[src/rtl/tcu_pkg.sv]
package tcu_pkg;

  localparam int TC_W   = 8;
  localparam int CNT_W  = 6;
  localparam int FLAG_W = TC_W - CNT_W;

  typedef logic [TC_W-1:0] tcode_t;

  // next value of a code: count field +1 modulo 2**CNT_W, flags carried
  function automatic tcode_t tc_advance(input tcode_t c);
    logic [CNT_W-1:0] cnt;
    cnt = c[CNT_W-1:0] + {{(CNT_W-1){1'b0}}, 1'b1};
    return {c[TC_W-1:CNT_W], cnt};
  endfunction

  // true when rx is the direct successor of cur in the count field
  function automatic logic tc_follows(input tcode_t cur, input tcode_t rx);
    tcode_t nxt;
    nxt = tc_advance(cur);
    return rx[CNT_W-1:0] == nxt[CNT_W-1:0];
  endfunction

endpackage

[src/rtl/tcu_tick_sync.sv]
module tcu_tick_sync #(
  parameter int STAGES = 2
) (
  input  logic clk,
  input  logic rst_n,
  input  logic async_i,
  output logic rise_o
);

  localparam int LAST = STAGES - 1;

  logic [STAGES-1:0] chain;
  logic              prev;

  generate
    for (genvar s = 0; s < STAGES; s++) begin : g_stage
      if (s == 0) begin : g_first
        always_ff @(posedge clk or negedge rst_n) begin
          if (!rst_n) chain[0] <= 1'b0;
          else        chain[0] <= async_i;
        end
      end else begin : g_next
        always_ff @(posedge clk or negedge rst_n) begin
          if (!rst_n) chain[s] <= 1'b0;
          else        chain[s] <= chain[s-1];
        end
      end
    end
  endgenerate

  always_ff @(posedge clk or negedge rst_n) begin
    if (!rst_n) prev <= 1'b0;
    else        prev <= chain[LAST];
  end

  assign rise_o = chain[LAST] & ~prev;

endmodule

[src/rtl/tcu_rx_pick.sv]
module tcu_rx_pick
  import tcu_pkg::*;
#(
  parameter int NPORTS = 4
) (
  input  logic [NPORTS-1:0]      valid_i,
  input  logic [NPORTS*TC_W-1:0] codes_i,
  output logic                   hit_o,
  output logic [NPORTS-1:0]      src_oh_o,
  output tcode_t                 code_o
);

  // walk from the top down so the lowest valid port wins
  always_comb begin
    hit_o    = 1'b0;
    src_oh_o = '0;
    code_o   = '0;
    for (int p = NPORTS - 1; p >= 0; p--) begin
      if (valid_i[p]) begin
        hit_o       = 1'b1;
        src_oh_o    = '0;
        src_oh_o[p] = 1'b1;
        code_o      = codes_i[p*TC_W +: TC_W];
      end
    end
  end

endmodule

[src/rtl/tcu_core.sv]
module tcu_core
  import tcu_pkg::*;
#(
  parameter int NPORTS = 4
) (
  input  logic              clk,
  input  logic              rst_n,
  input  logic              master_i,
  input  logic              rise_i,
  input  logic              sel_i,
  input  tcode_t            ext_val_i,
  input  logic              clear_i,
  input  logic              hit_i,
  input  logic [NPORTS-1:0] src_oh_i,
  input  tcode_t            rx_code_i,
  output logic [NPORTS-1:0] tx_req_o,
  output tcode_t            tx_code_o,
  output logic              tick_n_o,
  output tcode_t            time_out_o,
  output tcode_t            cur_o,
  output logic              mst_evt_o,
  output logic              fwd_evt_o,
  output logic              oos_evt_o
);

  tcode_t cur_q;
  tcode_t mst_val;
  logic   slv_take;
  logic   in_seq;

  assign mst_evt_o = master_i & rise_i & ~clear_i;
  assign slv_take  = ~master_i & hit_i & ~clear_i;
  assign in_seq    = tc_follows(cur_q, rx_code_i);
  assign fwd_evt_o = slv_take & in_seq;
  assign oos_evt_o = slv_take & ~in_seq;
  assign mst_val   = sel_i ? ext_val_i : tc_advance(cur_q);

  always_ff @(posedge clk or negedge rst_n) begin
    if (!rst_n) begin
      cur_q      <= '0;
      tx_req_o   <= '0;
      tx_code_o  <= '0;
      tick_n_o   <= 1'b1;
      time_out_o <= '0;
    end else begin
      tx_req_o <= '0;
      tick_n_o <= 1'b1;
      if (clear_i) begin
        cur_q <= '0;
      end else if (mst_evt_o) begin
        cur_q     <= mst_val;
        tx_req_o  <= '1;
        tx_code_o <= mst_val;
      end else if (slv_take) begin
        cur_q <= rx_code_i;
        if (in_seq) begin
          tx_req_o   <= ~src_oh_i;
          tx_code_o  <= rx_code_i;
          tick_n_o   <= 1'b0;
          time_out_o <= rx_code_i;
        end
      end
    end
  end

  assign cur_o = cur_q;

endmodule

[src/rtl/timecode_unit.sv]
module timecode_unit
  import tcu_pkg::*;
#(
  parameter int NPORTS      = 4,
  parameter int SYNC_STAGES = 2
) (
  input  logic                   clk,
  input  logic                   rst_n,
  input  logic                   master_mode_i,
  input  logic                   ext_tick_i,
  input  logic                   ext_sel_i,
  input  logic [7:0]             ext_time_i,
  input  logic                   ctr_clear_i,
  input  logic [NPORTS-1:0]      rx_valid_i,
  input  logic [NPORTS*8-1:0]    rx_code_i,
  output logic [NPORTS-1:0]      tx_req_o,
  output logic [7:0]             tx_code_o,
  output logic                   tick_n_o,
  output logic [7:0]             time_out_o,
  output logic [7:0]             cur_time_o
);

  logic              tick_rise;
  logic              rx_hit;
  logic [NPORTS-1:0] src_oh;
  tcode_t            rx_pick;
  logic              mst_evt;
  logic              fwd_evt;
  logic              oos_evt;

  tcu_tick_sync #(.STAGES(SYNC_STAGES)) u_sync (
    .clk     (clk),
    .rst_n   (rst_n),
    .async_i (ext_tick_i),
    .rise_o  (tick_rise)
  );

  tcu_rx_pick #(.NPORTS(NPORTS)) u_pick (
    .valid_i  (rx_valid_i),
    .codes_i  (rx_code_i),
    .hit_o    (rx_hit),
    .src_oh_o (src_oh),
    .code_o   (rx_pick)
  );

  tcu_core #(.NPORTS(NPORTS)) u_core (
    .clk        (clk),
    .rst_n      (rst_n),
    .master_i   (master_mode_i),
    .rise_i     (tick_rise),
    .sel_i      (ext_sel_i),
    .ext_val_i  (ext_time_i),
    .clear_i    (ctr_clear_i),
    .hit_i      (rx_hit),
    .src_oh_i   (src_oh),
    .rx_code_i  (rx_pick),
    .tx_req_o   (tx_req_o),
    .tx_code_o  (tx_code_o),
    .tick_n_o   (tick_n_o),
    .time_out_o (time_out_o),
    .cur_o      (cur_time_o),
    .mst_evt_o  (mst_evt),
    .fwd_evt_o  (fwd_evt),
    .oos_evt_o  (oos_evt)
  );

endmodule

[config.mk]
export PLATFORM = sky130hd
export DESIGN_NAME = timecode_unit
export DESIGN_NICKNAME = d
export VERILOG_FILES = /design/src/rtl/tcu_pkg.sv /design/src/rtl/tcu_tick_sync.sv /design/src/rtl/tcu_rx_pick.sv /design/src/rtl/tcu_core.sv /design/src/rtl/timecode_unit.sv
export SDC_FILE = /design/constraint.sdc
export NUM_CORES = 1
export LEC_CHECK = 0
export BUFFER_PORTS_ARGS = -buffer_cell sky130_fd_sc_hd__buf_2
export CELL_PAD_IN_SITES_DETAIL_PLACEMENT = 0
export CELL_PAD_IN_SITES_GLOBAL_PLACEMENT = 2
export CORE_UTILIZATION = 28
export DETAILED_ROUTE_END_ITERATION = 16
export GPL_TIMING_DRIVEN = 0
export PLACE_DENSITY = 0.81
export SLEW_MARGIN = 25
export SYNTH_ARGS = -nofsm -noshare
export SYNTH_HDL_FRONTEND = slang
export SYNTH_HIERARCHICAL = 1
export SYNTH_SLANG_ARGS = --single-unit
export TNS_END_PERCENT = 1
[constraint.sdc]
create_clock -name clk -period 2.6 [get_ports clk]
set_input_delay 0.13 -clock clk [delete_from_list [all_inputs] [get_ports clk]]
set_output_delay 0.13 -clock clk [all_outputs]
set_load 0.02 [all_outputs]
### After elaboration in Yosys (flattened, before gate mapping)

Index checks and enable logic that the tools add are counted.

* $add $sub $neg: 1
* bitwise gates (word level): 10
* multiplexer cells: 27
* reductions and logical operators: 5
* eq/ne operators: 1

Operator list (number)
* 2-to-1 mux 8 bit: 11
* 2-to-1 mux 4 bit: 8
* 2-to-1 mux 1 bit: 8
* adder 6 x 1 -> 6 bit, second input constant: 1
* == test 6 bit: 1
* bitwise AND 1 bit: 5
* inverter 1 bit: 4
* inverter 4 bit: 1
* AND reduction 4 bit: 1
* nonzero test 2 bit: 2
* AND reduction 3 bit: 1
* nonzero test 3 bit: 1

* bits in registers: 32
* logic and storage cells: 52

### Depth between registers and ports, before layout

* depth in word-level cells: 9
* gate-level depth with buffers: 10
* gate-level depth less buffers: 8

### By module

Netlist, hierarchy kept.

Modules (own cells, without submodules)
* tcu_core: cells an instance 141, instances 1, seq. area each 726.9 um^2, area each 1544.0 um^2
* tcu_rx_pick: cells an instance 36, instances 1, seq. area each 0.0 um^2, area each 227.7 um^2
* tcu_tick_sync: cells an instance 4, instances 1, seq. area each 75.1 um^2, area each 88.8 um^2

### Least setup slack after synthesis

Ideal clock, no wire load.

* path kind: register to register
* from: register u_core.cur_q[0] (netlist: u_core/cur_o[0])
* to: register u_core.time_out_o[0]
* path buffers: 1
* library setup time: 125 ps
* slack: 344 ps
* clock period less this slack: 2256 ps
* cell stages (with the launch flop): 8
* arrival: 2131 ps
* data required time: 2475 ps
* path through: dfrtp_1 ha_1 nor2b_1 or4b_1 nand3_2 nand3_4 buf_6 mux2_4

* word-level cells in the longest chain between the ends: 3

Ends and longest elaborated chain
* from (decl): line tcu_core.sv:26 `tcode_t cur_q;`
* from (signal assigned): line tcu_core.sv:51 `cur_q <= mst_val;`
* from (signal assigned): line tcu_core.sv:55 `cur_q <= rx_code_i;`
* adder 6 x 1 -> 6 bit: line tcu_pkg.sv:12 `cnt = c[CNT_W-1:0] + {{(CNT_W-1){1'b0}}, 1'b1};`
* == test 6 bit: line tcu_pkg.sv:20 `return rx[CNT_W-1:0] == nxt[CNT_W-1:0];`
* AND reduction 4 bit (no line)
* to (signal assigned): line tcu_core.sv:60 `time_out_o <= rx_code_i;`
* to (decl): line tcu_core.sv:19 `output tcode_t time_out_o,`

No other way between the ends.
A chain may end at the register's enable or synchronous reset.

### Worst setup path after layout

* from: register u_core.cur_q[0] (netlist: u_core/cur_o[0])
* to: register u_core.time_out_o[7]

Same word-level chain as after synthesis.

==> flow_metrics.py <==
metrics = {
    "cts": {
        "clock-sinks": 32,
        "worst_setup_hold_path_clk_slew_ns": 0.06,
        "htreeDepth": 2,
        "tritoncts": "done",
        "numCtsBuffers": 5,
        "clk-insertion-delay-late_ns": 0.28,
        "ctsRootBufferMaster": "sky130_fd_sc_hd__clkbuf_8",
        "max-clock-path-buffers": 2,
    },
    "routing": {
        "vias_per_cell": 4.88,
        "drt_iter0_drc": 110,
        "totalWireLength_um": 4940,
        "drtPass1Iterations": 4,
        "routedWlPerCell_um": 14.5,
        "drt.antenna.violating_nets": 0,
        "drc": 0,
        "route.vias.total": 1658,
    },
    "critical_path": {
        "crit_required_ns": 2.77,
        "worst_ep_arrival_time_ns": 2.52,
        "worstSetupStartpointType": "flip-flop",
        "worstSetupEndpointType": "flip-flop",
        "worst-setup-path-type": "reg2reg",
        "path_max_fanout": 10,
    },
    "global_route": {
        "gr-usage-all-layers_pct": 14.8,
        "grtUsageMet1_pct": 19.7,
        "first_global_vias": 1675,
        "use_met3_pct": 4.17,
        "grt_antenna_before_repair": 0,
        "grt.met2_usage_pct": 23.1,
        "global_route.peak_usage_layer": "met2",
        "grt_max_degree": 33,
        "grt_total_ovfl": 0,
        "wire_length_of_the_first_global_routing_pass_um": 8050,
    },
    "timing": {
        "achievable-frequency_mhz": 426,
        "fin_worst_hold_slack_ns": 0.207,
        "finalCritPeriodShare_pct": 90.3,
        "finalHoldViolCount": 0,
        "final-setup-viol-count": 0,
        "grt_setup_unrepaired": "no",
        "tightest_slew_ns": 0.724,
        "worst_clock_skew_ns": 0.00298,
        "slew_viol_final": 0,
        "min_period_ns": 2.35,
        "timing.max_slew.rel_slack_pct": 51.8,
    },
    "power_and_ir_drop": {
        "share_comb_of_total_power_pct": 31.2,
        "p_int_w": 0.00101,
        "power_per_cell_area_mw_per_mm2": 615,
        "sequential_group_share_of_total_power_pct": 41.8,
        "vdd.ir_drop.worst_mv": 0.244,
        "sw_ratio_pct": 32.9,
        "power.leakage_nw": 1.28,
        "clock_power_share_pct": 27.0,
        "p_switching_w": 0.000494,
    },
    "floorplanning": {
        "fp.coreArea_mm2": 0.00635,
        "fp.dieArea_mm2": 0.00690,
        "height_of_the_die_um": 83.1,
        "start_util_pct": 29.0,
        "floorplan.die.width_um": 83.1,
        "boundaryPins": 79,
        "placementRows": 29,
    },
    "layout": {
        "mostFrequentLayoutCell": "sky130_fd_sc_hd__buf_2",
        "drive_gt1_share_pct": 41.1,
        "final-instance-count-excl-fill": 340,
        "layout.cells.most_common_list": "sky130_fd_sc_hd__buf_2, sky130_fd_sc_hd__dfrtp_1, sky130_fd_sc_hd__a21oi_1",
        "design.final.nets": 314,
        "area_delta_synth_final_pct": 32.8,
        "antennaDiodeCount": 0,
    },
    "place": {
        "dp_cells": 331,
        "dp_hpwl_um": 3870,
        "gp_congestion": 0.726,
        "port_buffers": 77,
    },
    "hold_path": {
        "hp-class": "in2reg",
    },
    "synth": {
        "postSynthCellCount": 177,
        "synth_nets": 228,
        "syn-mean-instance-area_um2": 10.4,
        "ys_warn_count": 6,
        "syn-cell-area_mm2": 0.00184,
    },
    "run": {
        "max_cap_viol_count": 0,
    },
    "outcome": {
        "outcome": "finished, final reports clean",
    },
}
-- metrics by stage --
stage	cell area (um2)	setup TNS, ns	total power, W	setup slack, ns	util [%]
floorplan	1840	0	0.000927	0.356	-
detailed placement	2330	-0.0589	0.00111	-0.0129	36.7
global route	2440	0	0.00159	0.137	38.5
finish	2440	0	0.00150	0.253	38.5
global placement	2320	0	0.00110	0.0144	36.6
CTS	2440	0	0.00152	0.263	38.5
-- cell type report --
cell class | instances | area [um2]
Fill cell | 663 | 3910
Multi-Input combinational cell | 126 | 943
Sequential cell | 32 | 802
Timing Repair Buffer | 79 | 405
Clock buffer | 7 | 96.3
Tap cell | 77 | 96.3
Buffer | 9 | 62.6
Inverter | 10 | 37.5
-- state kept, by name, summed over array words and instances, names as in the netlist --
signal / flops
u_core/cur_o: 8
u_core/tick_n_o: 1
u_core/time_out_o: 8
u_core/tx_code_o: 8
u_core/tx_req_o: 4
u_sync/chain: 2
u_sync/prev: 1
-- critical path: stages (launching register included) --
cell                      delay [ns]
sky130_fd_sc_hd__dfrtp_1        0.46
sky130_fd_sc_hd__ha_1           0.29
sky130_fd_sc_hd__nor2b_1        0.16
sky130_fd_sc_hd__or4b_1         0.54
sky130_fd_sc_hd__nand3_2        0.20
sky130_fd_sc_hd__nand3_4        0.11
sky130_fd_sc_hd__buf_6          0.18
sky130_fd_sc_hd__mux2_4         0.29
-- path summary, 6_finish.rpt --
check                                            start  slack [ns]  depth (start not counted)                                to
max reg2reg                u_core/cur_o[0]$_DFFE_PN0P_        0.25                          7  u_core/time_out_o[7]$_DFFE_PN0P_
min reg2reg                  u_sync/chain[0]$_DFF_PN0_        0.35                          0         u_sync/chain[1]$_DFF_PN0_
min in group asynchronous                        rst_n        0.44                          2      u_core/tx_req_o[3]$_DFF_PN0_
min                                      rx_valid_i[0]        0.21                          3      u_core/tx_req_o[0]$_DFF_PN0_
max in group asynchronous                        rst_n        1.70                          2   u_core/tx_code_o[1]$_DFFE_PN0P_
max                        u_core/cur_o[0]$_DFFE_PN0P_        0.25                          7  u_core/time_out_o[7]$_DFFE_PN0P_
-- power by group through the flow --
| stage | combinational [W] | sequential (W) | clock (W) |
|---|---|---|---|
| floorplan | 0.000202 | 0.000725 | 0 |
| global placement | 0.000464 | 0.000638 | 0 |
| detailed placement | 0.000469 | 0.000638 | 0 |
| CTS | 0.000472 | 0.000630 | 0.000421 |
| global route | 0.000511 | 0.000637 | 0.000442 |
| finish | 0.000469 | 0.000628 | 0.000407 |
-- routing by layer --
layer / vias up / routed length, um
met5: - / 0
met4: 0 / 59
met3: 6 / 390
met2: 72 / 2200
met1: 766 / 2290
li1: 814 / -
-- what timing repair did --
action,4_1_cts,5_1_grt
setup endpoints to repair,0,0
hold endpoints to repair,32,0
hold buffers,2,0
buffers inserted,0,0
resized for setup,0,0
No activity file was read; power rests on OpenSTA's default activity.
